<file path="config.mk">
export PLATFORM = sky130hd
export DESIGN_NAME = hn_dir_ctrl
export DESIGN_NICKNAME = d
export VERILOG_FILES = /design/src/rtl/hn_dir_pkg.sv /design/src/rtl/hn_dir_lowbit.sv /design/src/rtl/hn_dir_store.sv /design/src/rtl/hn_dir_next.sv /design/src/rtl/hn_dir_ctrl.sv
export SDC_FILE = /design/constraint.sdc
export NUM_CORES = 1
export LEC_CHECK = 0
export ABC_AREA = 1
export CAP_MARGIN = 20
export CORE_MARGIN = 2
export CORE_UTILIZATION = 49
export DETAILED_ROUTE_END_ITERATION = 10
export PLACE_DENSITY_LB_ADDON = 0.08
export REMOVE_ABC_BUFFERS = 1
export SYNTH_ARGS = -nofsm -noshare
export SYNTH_HDL_FRONTEND = slang
export SYNTH_HIERARCHICAL = 1
export SYNTH_SLANG_ARGS = --single-unit
</file>
<file path="constraint.sdc">
create_clock -name clk -period 3 [get_ports clk]
set_clock_uncertainty 0.1 [all_clocks]
set_input_delay 0.6 -clock clk [delete_from_list [all_inputs] [get_ports clk]]
set_output_delay 0.6 -clock clk [all_outputs]
set_load 0.02 [all_outputs]
</file>
<file path="src/rtl/hn_dir_pkg.sv">
package hn_dir_pkg;

    typedef enum logic [1:0] {
        LS_I  = 2'd0,
        LS_UC = 2'd1,
        LS_UD = 2'd2,
        LS_SH = 2'd3
    } line_st_e;

    typedef enum logic [1:0] {
        OP_RD_SHR = 2'd0,
        OP_RD_UNQ = 2'd1,
        OP_WB_FUL = 2'd2,
        OP_WC_FUL = 2'd3
    } req_op_e;

    typedef enum logic [2:0] {
        GR_I  = 3'd0,
        GR_SC = 3'd1,
        GR_SD = 3'd2,
        GR_UC = 3'd3,
        GR_UD = 3'd4
    } grant_e;

    typedef enum logic [1:0] {
        SF_NONE   = 2'd0,
        SF_SHARED = 2'd1,
        SF_UNIQUE = 2'd2
    } fwd_op_e;

    function automatic logic is_write(input req_op_e op);
        return (op == OP_WB_FUL) || (op == OP_WC_FUL);
    endfunction

endpackage

</file>
<file path="src/rtl/hn_dir_lowbit.sv">
module hn_dir_lowbit #(
    parameter int N = 4,
    localparam int W = (N > 1) ? $clog2(N) : 1
) (
    input  logic [N-1:0] vec,
    output logic         any,
    output logic [W-1:0] idx
);
    always_comb begin
        any = |vec;
        idx = '0;
        for (int i = N - 1; i >= 0; i--) begin
            if (vec[i]) idx = W'(i);
        end
    end
endmodule

</file>
<file path="src/rtl/hn_dir_store.sv">
module hn_dir_store
    import hn_dir_pkg::*;
#(
    parameter int NUM_RN    = 4,
    parameter int NUM_LINES = 8,
    localparam int NODE_W = (NUM_RN > 1) ? $clog2(NUM_RN) : 1,
    localparam int LINE_W = (NUM_LINES > 1) ? $clog2(NUM_LINES) : 1
) (
    input  logic              clk,
    input  logic              rst,
    input  logic [LINE_W-1:0] rd_line,
    output line_st_e          rd_st,
    output logic [NUM_RN-1:0] rd_shr,
    output logic              rd_ov,
    output logic [NODE_W-1:0] rd_own,
    input  logic              wr_en,
    input  line_st_e          wr_st,
    input  logic [NUM_RN-1:0] wr_shr,
    input  logic              wr_ov,
    input  logic [NODE_W-1:0] wr_own
);
    line_st_e          st_q  [NUM_LINES];
    logic [NUM_RN-1:0] shr_q [NUM_LINES];
    logic              ov_q  [NUM_LINES];
    logic [NODE_W-1:0] own_q [NUM_LINES];

    assign rd_st  = st_q[rd_line];
    assign rd_shr = shr_q[rd_line];
    assign rd_ov  = ov_q[rd_line];
    assign rd_own = own_q[rd_line];

    always_ff @(posedge clk) begin
        if (rst) begin
            for (int i = 0; i < NUM_LINES; i++) begin
                st_q[i]  <= LS_I;
                shr_q[i] <= '0;
                ov_q[i]  <= 1'b0;
                own_q[i] <= '0;
            end
        end else if (wr_en) begin
            st_q[rd_line]  <= wr_st;
            shr_q[rd_line] <= wr_shr;
            ov_q[rd_line]  <= wr_ov;
            own_q[rd_line] <= wr_own;
        end
    end
endmodule

</file>
<file path="src/rtl/hn_dir_next.sv">
module hn_dir_next
    import hn_dir_pkg::*;
#(
    parameter int NUM_RN = 4,
    localparam int NODE_W = (NUM_RN > 1) ? $clog2(NUM_RN) : 1
) (
    input  req_op_e           op,
    input  logic [NODE_W-1:0] node,
    input  line_st_e          cur_st,
    input  logic [NUM_RN-1:0] cur_shr,
    input  logic              cur_ov,
    input  logic [NODE_W-1:0] cur_own,
    output line_st_e          nxt_st,
    output logic [NUM_RN-1:0] nxt_shr,
    output logic              nxt_ov,
    output logic [NODE_W-1:0] nxt_own,
    output grant_e            grant,
    output fwd_op_e           fop,
    output logic [NODE_W-1:0] ftgt,
    output logic [NUM_RN-1:0] inv,
    output logic              mem
);
    logic [NUM_RN-1:0] req_bit;
    logic [NUM_RN-1:0] others;
    logic [NUM_RN-1:0] tgt_bit;
    logic              holding;
    logic              dirty;
    logic              own_me;
    logic              any_other;
    logic [NODE_W-1:0] low_idx;
    grant_e            cur_grant;

    assign req_bit = NUM_RN'(1) << node;
    assign others  = cur_shr & ~req_bit;
    assign holding = |(cur_shr & req_bit);
    assign dirty   = (cur_st == LS_UD) || cur_ov;
    assign own_me  = cur_ov && (cur_own == node);
    assign tgt_bit = NUM_RN'(1) << low_idx;

    hn_dir_lowbit #(.N(NUM_RN)) pick_i (
        .vec (others),
        .any (any_other),
        .idx (low_idx)
    );

    always_comb begin
        unique case (cur_st)
            LS_UC:   cur_grant = GR_UC;
            LS_UD:   cur_grant = GR_UD;
            LS_SH:   cur_grant = own_me ? GR_SD : GR_SC;
            default: cur_grant = GR_I;
        endcase
    end

    always_comb begin
        nxt_st  = cur_st;
        nxt_shr = cur_shr;
        nxt_ov  = cur_ov;
        nxt_own = cur_own;
        grant   = GR_I;
        fop     = SF_NONE;
        ftgt    = low_idx;
        inv     = '0;
        mem     = 1'b0;
        unique case (op)
            OP_RD_SHR: begin
                if (cur_shr == '0) begin
                    mem     = 1'b1;
                    grant   = GR_SC;
                    nxt_st  = LS_SH;
                    nxt_shr = req_bit;
                    nxt_ov  = 1'b0;
                end else if (holding) begin
                    grant = cur_grant;
                end else begin
                    fop     = SF_SHARED;
                    grant   = dirty ? GR_SD : GR_SC;
                    nxt_st  = LS_SH;
                    nxt_shr = cur_shr | req_bit;
                    nxt_ov  = dirty;
                    nxt_own = dirty ? node : cur_own;
                end
            end
            OP_RD_UNQ: begin
                nxt_shr = req_bit;
                nxt_ov  = 1'b0;
                if (cur_shr == '0) begin
                    mem    = 1'b1;
                    grant  = GR_UC;
                    nxt_st = LS_UC;
                end else if (!any_other) begin
                    grant  = dirty ? GR_UD : GR_UC;
                    nxt_st = dirty ? LS_UD : LS_UC;
                end else begin
                    fop    = SF_UNIQUE;
                    inv    = others & ~tgt_bit;
                    grant  = GR_UD;
                    nxt_st = LS_UD;
                end
            end
            OP_WB_FUL: begin
                if (holding) begin
                    nxt_shr = cur_shr & ~req_bit;
                    if (own_me) nxt_ov = 1'b0;
                    if ((cur_shr & ~req_bit) == '0) begin
                        nxt_st = LS_I;
                        nxt_ov = 1'b0;
                    end else begin
                        nxt_st = LS_SH;
                    end
                end
            end
            default: begin
                if (holding) begin
                    grant  = GR_SC;
                    nxt_st = LS_SH;
                    if (own_me) nxt_ov = 1'b0;
                end
            end
        endcase
    end
endmodule

</file>
<file path="src/rtl/hn_dir_ctrl.sv">
module hn_dir_ctrl
    import hn_dir_pkg::*;
#(
    parameter int NUM_RN    = 4,
    parameter int NUM_LINES = 8,
    localparam int NODE_W = (NUM_RN > 1) ? $clog2(NUM_RN) : 1,
    localparam int LINE_W = (NUM_LINES > 1) ? $clog2(NUM_LINES) : 1
) (
    input  logic              clk,
    input  logic              rst,
    input  logic              req_valid,
    input  logic [1:0]        req_op,
    input  logic [NODE_W-1:0] req_node,
    input  logic [LINE_W-1:0] req_line,
    output logic              rsp_valid,
    output logic [2:0]        rsp_grant,
    output logic [1:0]        snp_fwd_op,
    output logic [NODE_W-1:0] snp_fwd_tgt,
    output logic [NUM_RN-1:0] snp_inv_mask,
    output logic              mem_rd
);
    line_st_e          cur_st,  nxt_st;
    logic [NUM_RN-1:0] cur_shr, nxt_shr;
    logic              cur_ov,  nxt_ov;
    logic [NODE_W-1:0] cur_own, nxt_own;
    grant_e            grant;
    fwd_op_e           fop;
    logic [NODE_W-1:0] ftgt;
    logic [NUM_RN-1:0] inv;
    logic              mem;

    hn_dir_store #(.NUM_RN(NUM_RN), .NUM_LINES(NUM_LINES)) store_i (
        .clk     (clk),
        .rst     (rst),
        .rd_line (req_line),
        .rd_st   (cur_st),
        .rd_shr  (cur_shr),
        .rd_ov   (cur_ov),
        .rd_own  (cur_own),
        .wr_en   (req_valid),
        .wr_st   (nxt_st),
        .wr_shr  (nxt_shr),
        .wr_ov   (nxt_ov),
        .wr_own  (nxt_own)
    );

    hn_dir_next #(.NUM_RN(NUM_RN)) next_i (
        .op      (req_op_e'(req_op)),
        .node    (req_node),
        .cur_st  (cur_st),
        .cur_shr (cur_shr),
        .cur_ov  (cur_ov),
        .cur_own (cur_own),
        .nxt_st  (nxt_st),
        .nxt_shr (nxt_shr),
        .nxt_ov  (nxt_ov),
        .nxt_own (nxt_own),
        .grant   (grant),
        .fop     (fop),
        .ftgt    (ftgt),
        .inv     (inv),
        .mem     (mem)
    );

    always_ff @(posedge clk) begin
        if (rst || !req_valid) begin
            rsp_valid    <= 1'b0;
            rsp_grant    <= '0;
            snp_fwd_op   <= '0;
            snp_fwd_tgt  <= '0;
            snp_inv_mask <= '0;
            mem_rd       <= 1'b0;
        end else begin
            rsp_valid    <= 1'b1;
            rsp_grant    <= grant;
            snp_fwd_op   <= fop;
            snp_fwd_tgt  <= (fop != SF_NONE) ? ftgt : '0;
            snp_inv_mask <= inv;
            mem_rd       <= mem;
        end
    end
endmodule

</file>
==> results of run 1 <==
## critical path, delay by kind of cell
kind          cells  cell delay [ns]
simple gates     13             1.17
buf+inv           6             0.99
## state kept, by name (all words and copies together) (netlist names)
signal         cells
store_i/ov_q       8
snp_fwd_op         2
store_i/own_q     16
store_i/st_q      16
snp_fwd_tgt        2
store_i/shr_q     32
rsp_valid          1
snp_inv_mask       4
mem_rd             1
rsp_grant          3
## routing by layer
metal  wire [um]  part of all wire (%)  up-vias
li1            -                     -     1924
met1        5415                    46     1798
met2        5493                    47      107
met3         591                   5.0       18
met4         259                   2.2        0
met5           0                     0        -
## kinds of logic (layout without fill, tap and decap cells)
kind of cell,count (synthesis),in the layout,share of synthesized area [%]
simple gates,361,361,34.68
flops,85,85,53.25
buf+inv,79,169,8.306
compound gates,26,26,3.575
xor+xnor,1,1,0.1926
## area by class of cell
class                   instances  area share (%)
clock inverters                 7          0.8991
repair buffers                 94           15.19
inverters                      59           4.181
clock buffers                   9           2.225
multi-input cells             388           31.49
well taps                     111           2.495
flip-flops and latches         85           43.52
## placed cells by master, fill, tap and decap left out
cell type,count
buf_6,2
a21oi_2,2
nand2_2,5
inv_1,47
buf_2,1
o21ai_0,6
clkinv_2,1
dfxtp_1,13
inv_4,1
o21ai_2,1
xnor2_1,1
buf_12,6
dlymetal6s2s_1,2
clkinv_1,1
nand3_4,1
clkinvlp_4,3
clkdlybuf4s50_1,20
nand2_1,218
clkinv_4,2
o21ai_1,4
nor2_4,5
a211oi_1,4
o22ai_1,4
nand2_8,1
clkbuf_8,9
edfxtp_1,72
buf_4,63
inv_6,2
nor2_1,94
nand4_2,5
nand2_4,2
nand3_2,6
nand3_1,11
a22oi_1,4
inv_2,9
nand4_1,10
nor2_2,3
a21oi_1,1
## worst max path at each step
stage | start | to | slack [ns]
floorplan | req_line[0] | store_i/st_q[0][0] | 0.45
global placement | req_line[0] | store_i/own_q[5][1] | -0.35
detailed placement | req_line[0] | store_i/own_q[2][0] | -0.37
CTS | req_line[0] | store_i/own_q[2][0] | 0.02
global route | req_line[2] | store_i/ov_q[2] | 0.03
finish | req_line[2] | store_i/ov_q[2] | 0.26
## what timing repair did
| item | CTS | global route |
|---|---|---|
| setup endpoints to repair | 0 | 47 |
| gates resized for setup | 0 | 6 |
| setup buffers | 0 | 4 |
## through the flow
stage	std cells	setup TNS [ns]	util, %
2_1_floorplan	532	0	-
3_3_place_gp	733	-13.98	58.68
3_5_place_dp	733	-16.56	58.68
4_1_cts	749	0	60.59
5_1_grt	753	0	61.11
6_report	753	0	61.11
## report_power, final
part | switching [mW] | internal (mW) | total [mW]
logic | 0.340 | 0.225 | 0.565
clock network | 0.448 | 0.302 | 0.750
registers | 0.0136 | 1.33 | 1.34
==> impl_metrics.env, run 1 <==
export IMPL_status="completed"
export IMPL_grt_usage_pct=24.39
export IMPL_cts_buffers_inserted=9
export IMPL_dieArea_um2=10070
export IMPL_synth_seq_cells=85
export IMPL_antenna_found_initial=0
export IMPL_chipWidth_um=100.4
export IMPL_seqCellArea_um2=2422
export IMPL_yosysWarnings=6
export IMPL_slew_headroom_pct=68.09
export IMPL_fmax_ghz=0.3648
export IMPL_num_vias=3847
export IMPL_grt_util_met2_pct=38.41
export IMPL_worst_setup_path_start_kind="primary input"
export IMPL_nets=647
export IMPL_drv_cap=0
export IMPL_synth_most_common_cell="nand2_1"
export IMPL_synthFlopType="edfxtp_1"
export IMPL_viasPerCell=5.109
export IMPL_grt_remaining_overflow=0
export IMPL_dpl_cell_area_um2=5345
export IMPL_critPathCaptureType="flip-flop"
export IMPL_busiest_layer="met2"
export IMPL_fillers=828
export IMPL_clk_pin_slew_ns=0.09
export IMPL_p_leak_nw=2.572
export IMPL_synth_avg_cell_area_um2=8.242
export IMPL_async_reset_ff_share_pct=0
export IMPL_worstHoldStart="req_valid"
export IMPL_power_mw=2.654
export IMPL_yosysUniqueCellTypes=30
export IMPL_fin_crit_ns=2.741
export IMPL_cts_root_buf="clkbuf_8"
export IMPL_ff2ff_path_depth=17
export IMPL_grt_first_pass_wirelength_mm=18.49
export IMPL_slowest_delay_ns=0.49
export IMPL_final_area_um2=5567
export IMPL_synth_area_leader_cell="edfxtp_1"
export IMPL_worstPathArrival_ns=2.76
export IMPL_tightest_slew_ns=0.4781
export IMPL_rrSetupSlack_ns=0.69
export IMPL_wire_per_inst_um=15.62
export IMPL_slew_violations=0
export IMPL_drc_errors=0
export IMPL_dr_pass1_iters=7
export IMPL_reg2reg_from="store_i/shr_q[7][0]"
export IMPL_setup_violations=0
export IMPL_cpMostUsedCell="nand2_1"
export IMPL_core_area_um2=9109
export IMPL_synthCells=552
export IMPL_routed_wl_mm=11.76
export IMPL_fin_hold_ws_ns=0.7358
export IMPL_boundaryPins=23
export IMPL_gp_congestion=0.9415
export IMPL_area_growth_pct=22.36
export IMPL_path_cells="clkdlybuf4s50_1 > buf_4 > nor2_2 > nand3_1 > nand2_1 > nor2_1 > nand2_1 > inv_1 > nand2_1 > nand2_1 > nand2_1 > nand2_2 > nand2_1 > nand3_1 > nand2_1 > inv_1 > inv_1 > buf_12 > nor2_1"
export IMPL_grt_use_met3_pct=4.039
export IMPL_r2r_end="store_i/st_q[5][0]"
export IMPL_hold_violations=0
export IMPL_crit_fanout=8
export IMPL_grt_pass1_vias=3659
export IMPL_yosysSeqAreaShare_pct=53.25
export IMPL_rsz0062_at_grt="false"
export IMPL_hpwlAfterDp_mm=8.399
export IMPL_hold_path_class="primary input to flip-flop"
export IMPL_holdPathEnd="rsp_valid"
export IMPL_p_per_area_nw_per_um2=476.7
export IMPL_netlist_area_leader_share_pct=47.52
export IMPL_std_cell_rows=35
export IMPL_port_buffers=22
export IMPL_synth_edff_count=72
export IMPL_dieHeight_um=100.4
export IMPL_postCtsHoldBufs=0
export IMPL_floorplan_initialDensity_pct=49.95
export IMPL_drtIter0Drc=233
export IMPL_vdd_drop_max_v=0.0002691
export IMPL_whs_path_depth=3
export IMPL_fin_ws_ns=0.2586
export IMPL_drive_gt1_share_pct=20.25
export IMPL_htreeDepth=3
export IMPL_worst_path_max_delay_cell="clkdlybuf4s50_1"
export IMPL_finalCritPeriodShare_pct=91.38
export IMPL_worst_ep_required_time_ns=3.02
export IMPL_pre_cts_ws_ns=-0.3714
export IMPL_synthTopCellsByArea="edfxtp_1 48%, nand2_1 18%, nor2_1 7.8%"
export IMPL_insertedDiodeCount=0
export IMPL_syn_area_um2=4549
export IMPL_clock_sinks=85
export IMPL_synth_commonest_cells="218 x nand2_1, 94 x nor2_1, 72 x edfxtp_1"
export IMPL_met1_usage_pct=34.22
export IMPL_grt_max_degree=23
export IMPL_antenna_left=0
export IMPL_clockBufferDepth=2
export IMPL_path_class="primary input to flip-flop"
export IMPL_clock_latency_ns=0.37
export IMPL_multi_input_area_um2=1753
export IMPL_cts_tree="yes"
(Power assumes the default switching activity.)
==> run 2: changes to the inputs <==
Settings changed: REMOVE_ABC_BUFFERS 1 to default.
==> impl_metrics.env, run 2 (synthesis results as in run 1) <==
export IMPL_port_buffers=22
export IMPL_fin_util_pct=62.43
export IMPL_grt_usage_pct=25.29
export IMPL_setup_violations=0
export IMPL_clock_latency_ns=0.35
export IMPL_floorplan_initialDensity_pct=49.95
export IMPL_tightest_slew_ns=0.4932
export IMPL_htreeDepth=3
export IMPL_status="completed"
export IMPL_layout_common_cells="217 x nand2_1, 94 x nor2_1, 72 x buf_4, 72 x edfxtp_1, 47 x inv_1"
export IMPL_cts_buffers_inserted=9
export IMPL_path_class="primary input to flip-flop"
export IMPL_finalCritPeriodShare_pct=86.08
export IMPL_rsz0062_at_grt="false"
export IMPL_grt_first_pass_wirelength_mm=19.05
export IMPL_wire_per_inst_um=15.85
export IMPL_top_regs="store_i/shr_q: 32 flops, store_i/own_q: 16 flops, store_i/st_q: 16 flops"
export IMPL_insertedDiodeCount=0
export IMPL_hold_violations=0
export IMPL_critPathCaptureType="flip-flop"
export IMPL_layout_commonest_cell="nand2_1"
export IMPL_fillers=822
export IMPL_worst_setup_path_start_kind="primary input"
export IMPL_fin_crit_ns=2.583
export IMPL_clock_sinks=85
export IMPL_viasPerCell=5.226
export IMPL_hold_path_class="primary input to flip-flop"
export IMPL_drv_cap=0
export IMPL_core_area_um2=9109
export IMPL_slew_headroom_pct=67.04
export IMPL_p_leak_nw=2.648
export IMPL_dieHeight_um=100.4
export IMPL_slew_violations=0
export IMPL_clockBufferDepth=2
export IMPL_grt_remaining_overflow=0
export IMPL_antenna_found_initial=0
export IMPL_dieArea_um2=10070
export IMPL_crit_path_start="req_line[1]"
export IMPL_worstPathArrival_ns=2.58
export IMPL_dr_pass1_iters=5
export IMPL_worst_ep_required_time_ns=2.99
export IMPL_cts_tree="yes"
export IMPL_worstHoldStart="req_valid"
export IMPL_syn_nets=562
export IMPL_routed_wl_mm=12.08
export IMPL_std_cell_rows=35
export IMPL_antenna_left=0
export IMPL_layout_cells_non_filler=762
export IMPL_grt_pass1_vias=3795
export IMPL_regMostFlops="store_i/shr_q"
export IMPL_grt_max_degree=23
export IMPL_area_growth_pct=25.00
export IMPL_clk_pin_slew_ns=0.08
export IMPL_vdd_drop_max_v=0.0003008
export IMPL_postCtsHoldBufs=0
export IMPL_reg2reg_from="store_i/shr_q[3][1]"
export IMPL_hpwlAfterDp_mm=8.977
export IMPL_nets=656
export IMPL_dp_cells=743
export IMPL_chipWidth_um=100.4
export IMPL_drive_gt1_share_pct=21.51
export IMPL_num_vias=3982
export IMPL_drtIter0Drc=244
export IMPL_fmax_ghz=0.3872
export IMPL_drc_errors=0
export IMPL_boundaryPins=23
export IMPL_power_mw=2.748
export IMPL_p_per_area_nw_per_um2=483.2
export IMPL_fin_hold_ws_ns=0.7590
export IMPL_crit_fanout=8
export IMPL_gp_congestion=0.8896
export IMPL_cts_root_buf="clkbuf_8"
export IMPL_largest_reg_flops=32
[run 2: cell count changes in the layout (fill, tap and decap cells not counted), sizes merged]
cell / change
clkbuf: +2
dlymetal6s2s: +1
buf: +9
bufinv: +1
clkdlybuf4s50: -1
clkinv: -3
[run 2: timing repair]
| action | 4_1_cts | 5_1_grt |
|---|---|---|
| setup endpoints to repair | 0 | 38 |
| setup buffers | 0 | 3 |
| resized for setup | 0 | 6 |
[run 2: layout make-up]
cell class / instances / area (um^2) / area share (%)
sequential: 85 / 2422 / 42.60
inverter: 59 / 232.7 / 4.092
clock inverter: 5 / 58.81 / 1.034
clock buffer: 11 / 141.4 / 2.486
multi-input combinational: 388 / 1759 / 30.94
timing repair buffer: 103 / 933.4 / 16.41
tap: 111 / 138.9 / 2.442
[run 2: through the flow]
stage	instance area, um^2	worst slack (ns)	setup TNS (ns)
global route	5687	0.2427	0
CTS	5645	0.07436	0
global placement	5445	-0.2441	-8.191
floorplan	4549	0.3836	0
finish	5687	0.4175	0
detailed placement	5445	-0.2806	-8.948
[run 2: worst max-delay path, stage by stage]
cell            delay [ns]
dlymetal6s2s_1        0.20
clkinvlp_4            0.13
buf_4                 0.17
nand2_1               0.07
nand2_1               0.07
nand2_1               0.07
nand2_1               0.11
buf_4                 0.16
inv_2                 0.05
nand4_2               0.12
buf_4                 0.16
nand2_1               0.06
nand2_2               0.07
nand2_1               0.06
nand3_1               0.08
nand2_1               0.07
inv_1                 0.04
inv_1                 0.08
buf_12                0.13
nor2_1                0.05
[run 2: report_power, final]
| part | internal (mW) | switching (mW) | total, mW |
|---|---|---|---|
| combinational | 0.245 | 0.345 | 0.590 |
| clock | 0.410 | 0.409 | 0.818 |
| sequential | 1.33 | 0.0141 | 1.34 |
[run 2: worst paths after layout]
path | endpoint | slack [ns] | cells past startpoint
setup / recovery | store_i/ov_q[0] | 0.42 | 20
setup reg to reg | store_i/st_q[0][1] | 0.65 | 17
hold reg to reg | rsp_grant[1] | 0.94 | 11
hold / removal | rsp_valid | 0.76 | 3
[run 2: metal layers]
layer	vias to the layer above	part of all wire, %	global-route usage (%)
li1	1936	-	-
met1	1908	43	34.32
met2	117	50	42.85
met3	21	5.4	3.760
met4	0	1.9	6.322
met5	-	0	0
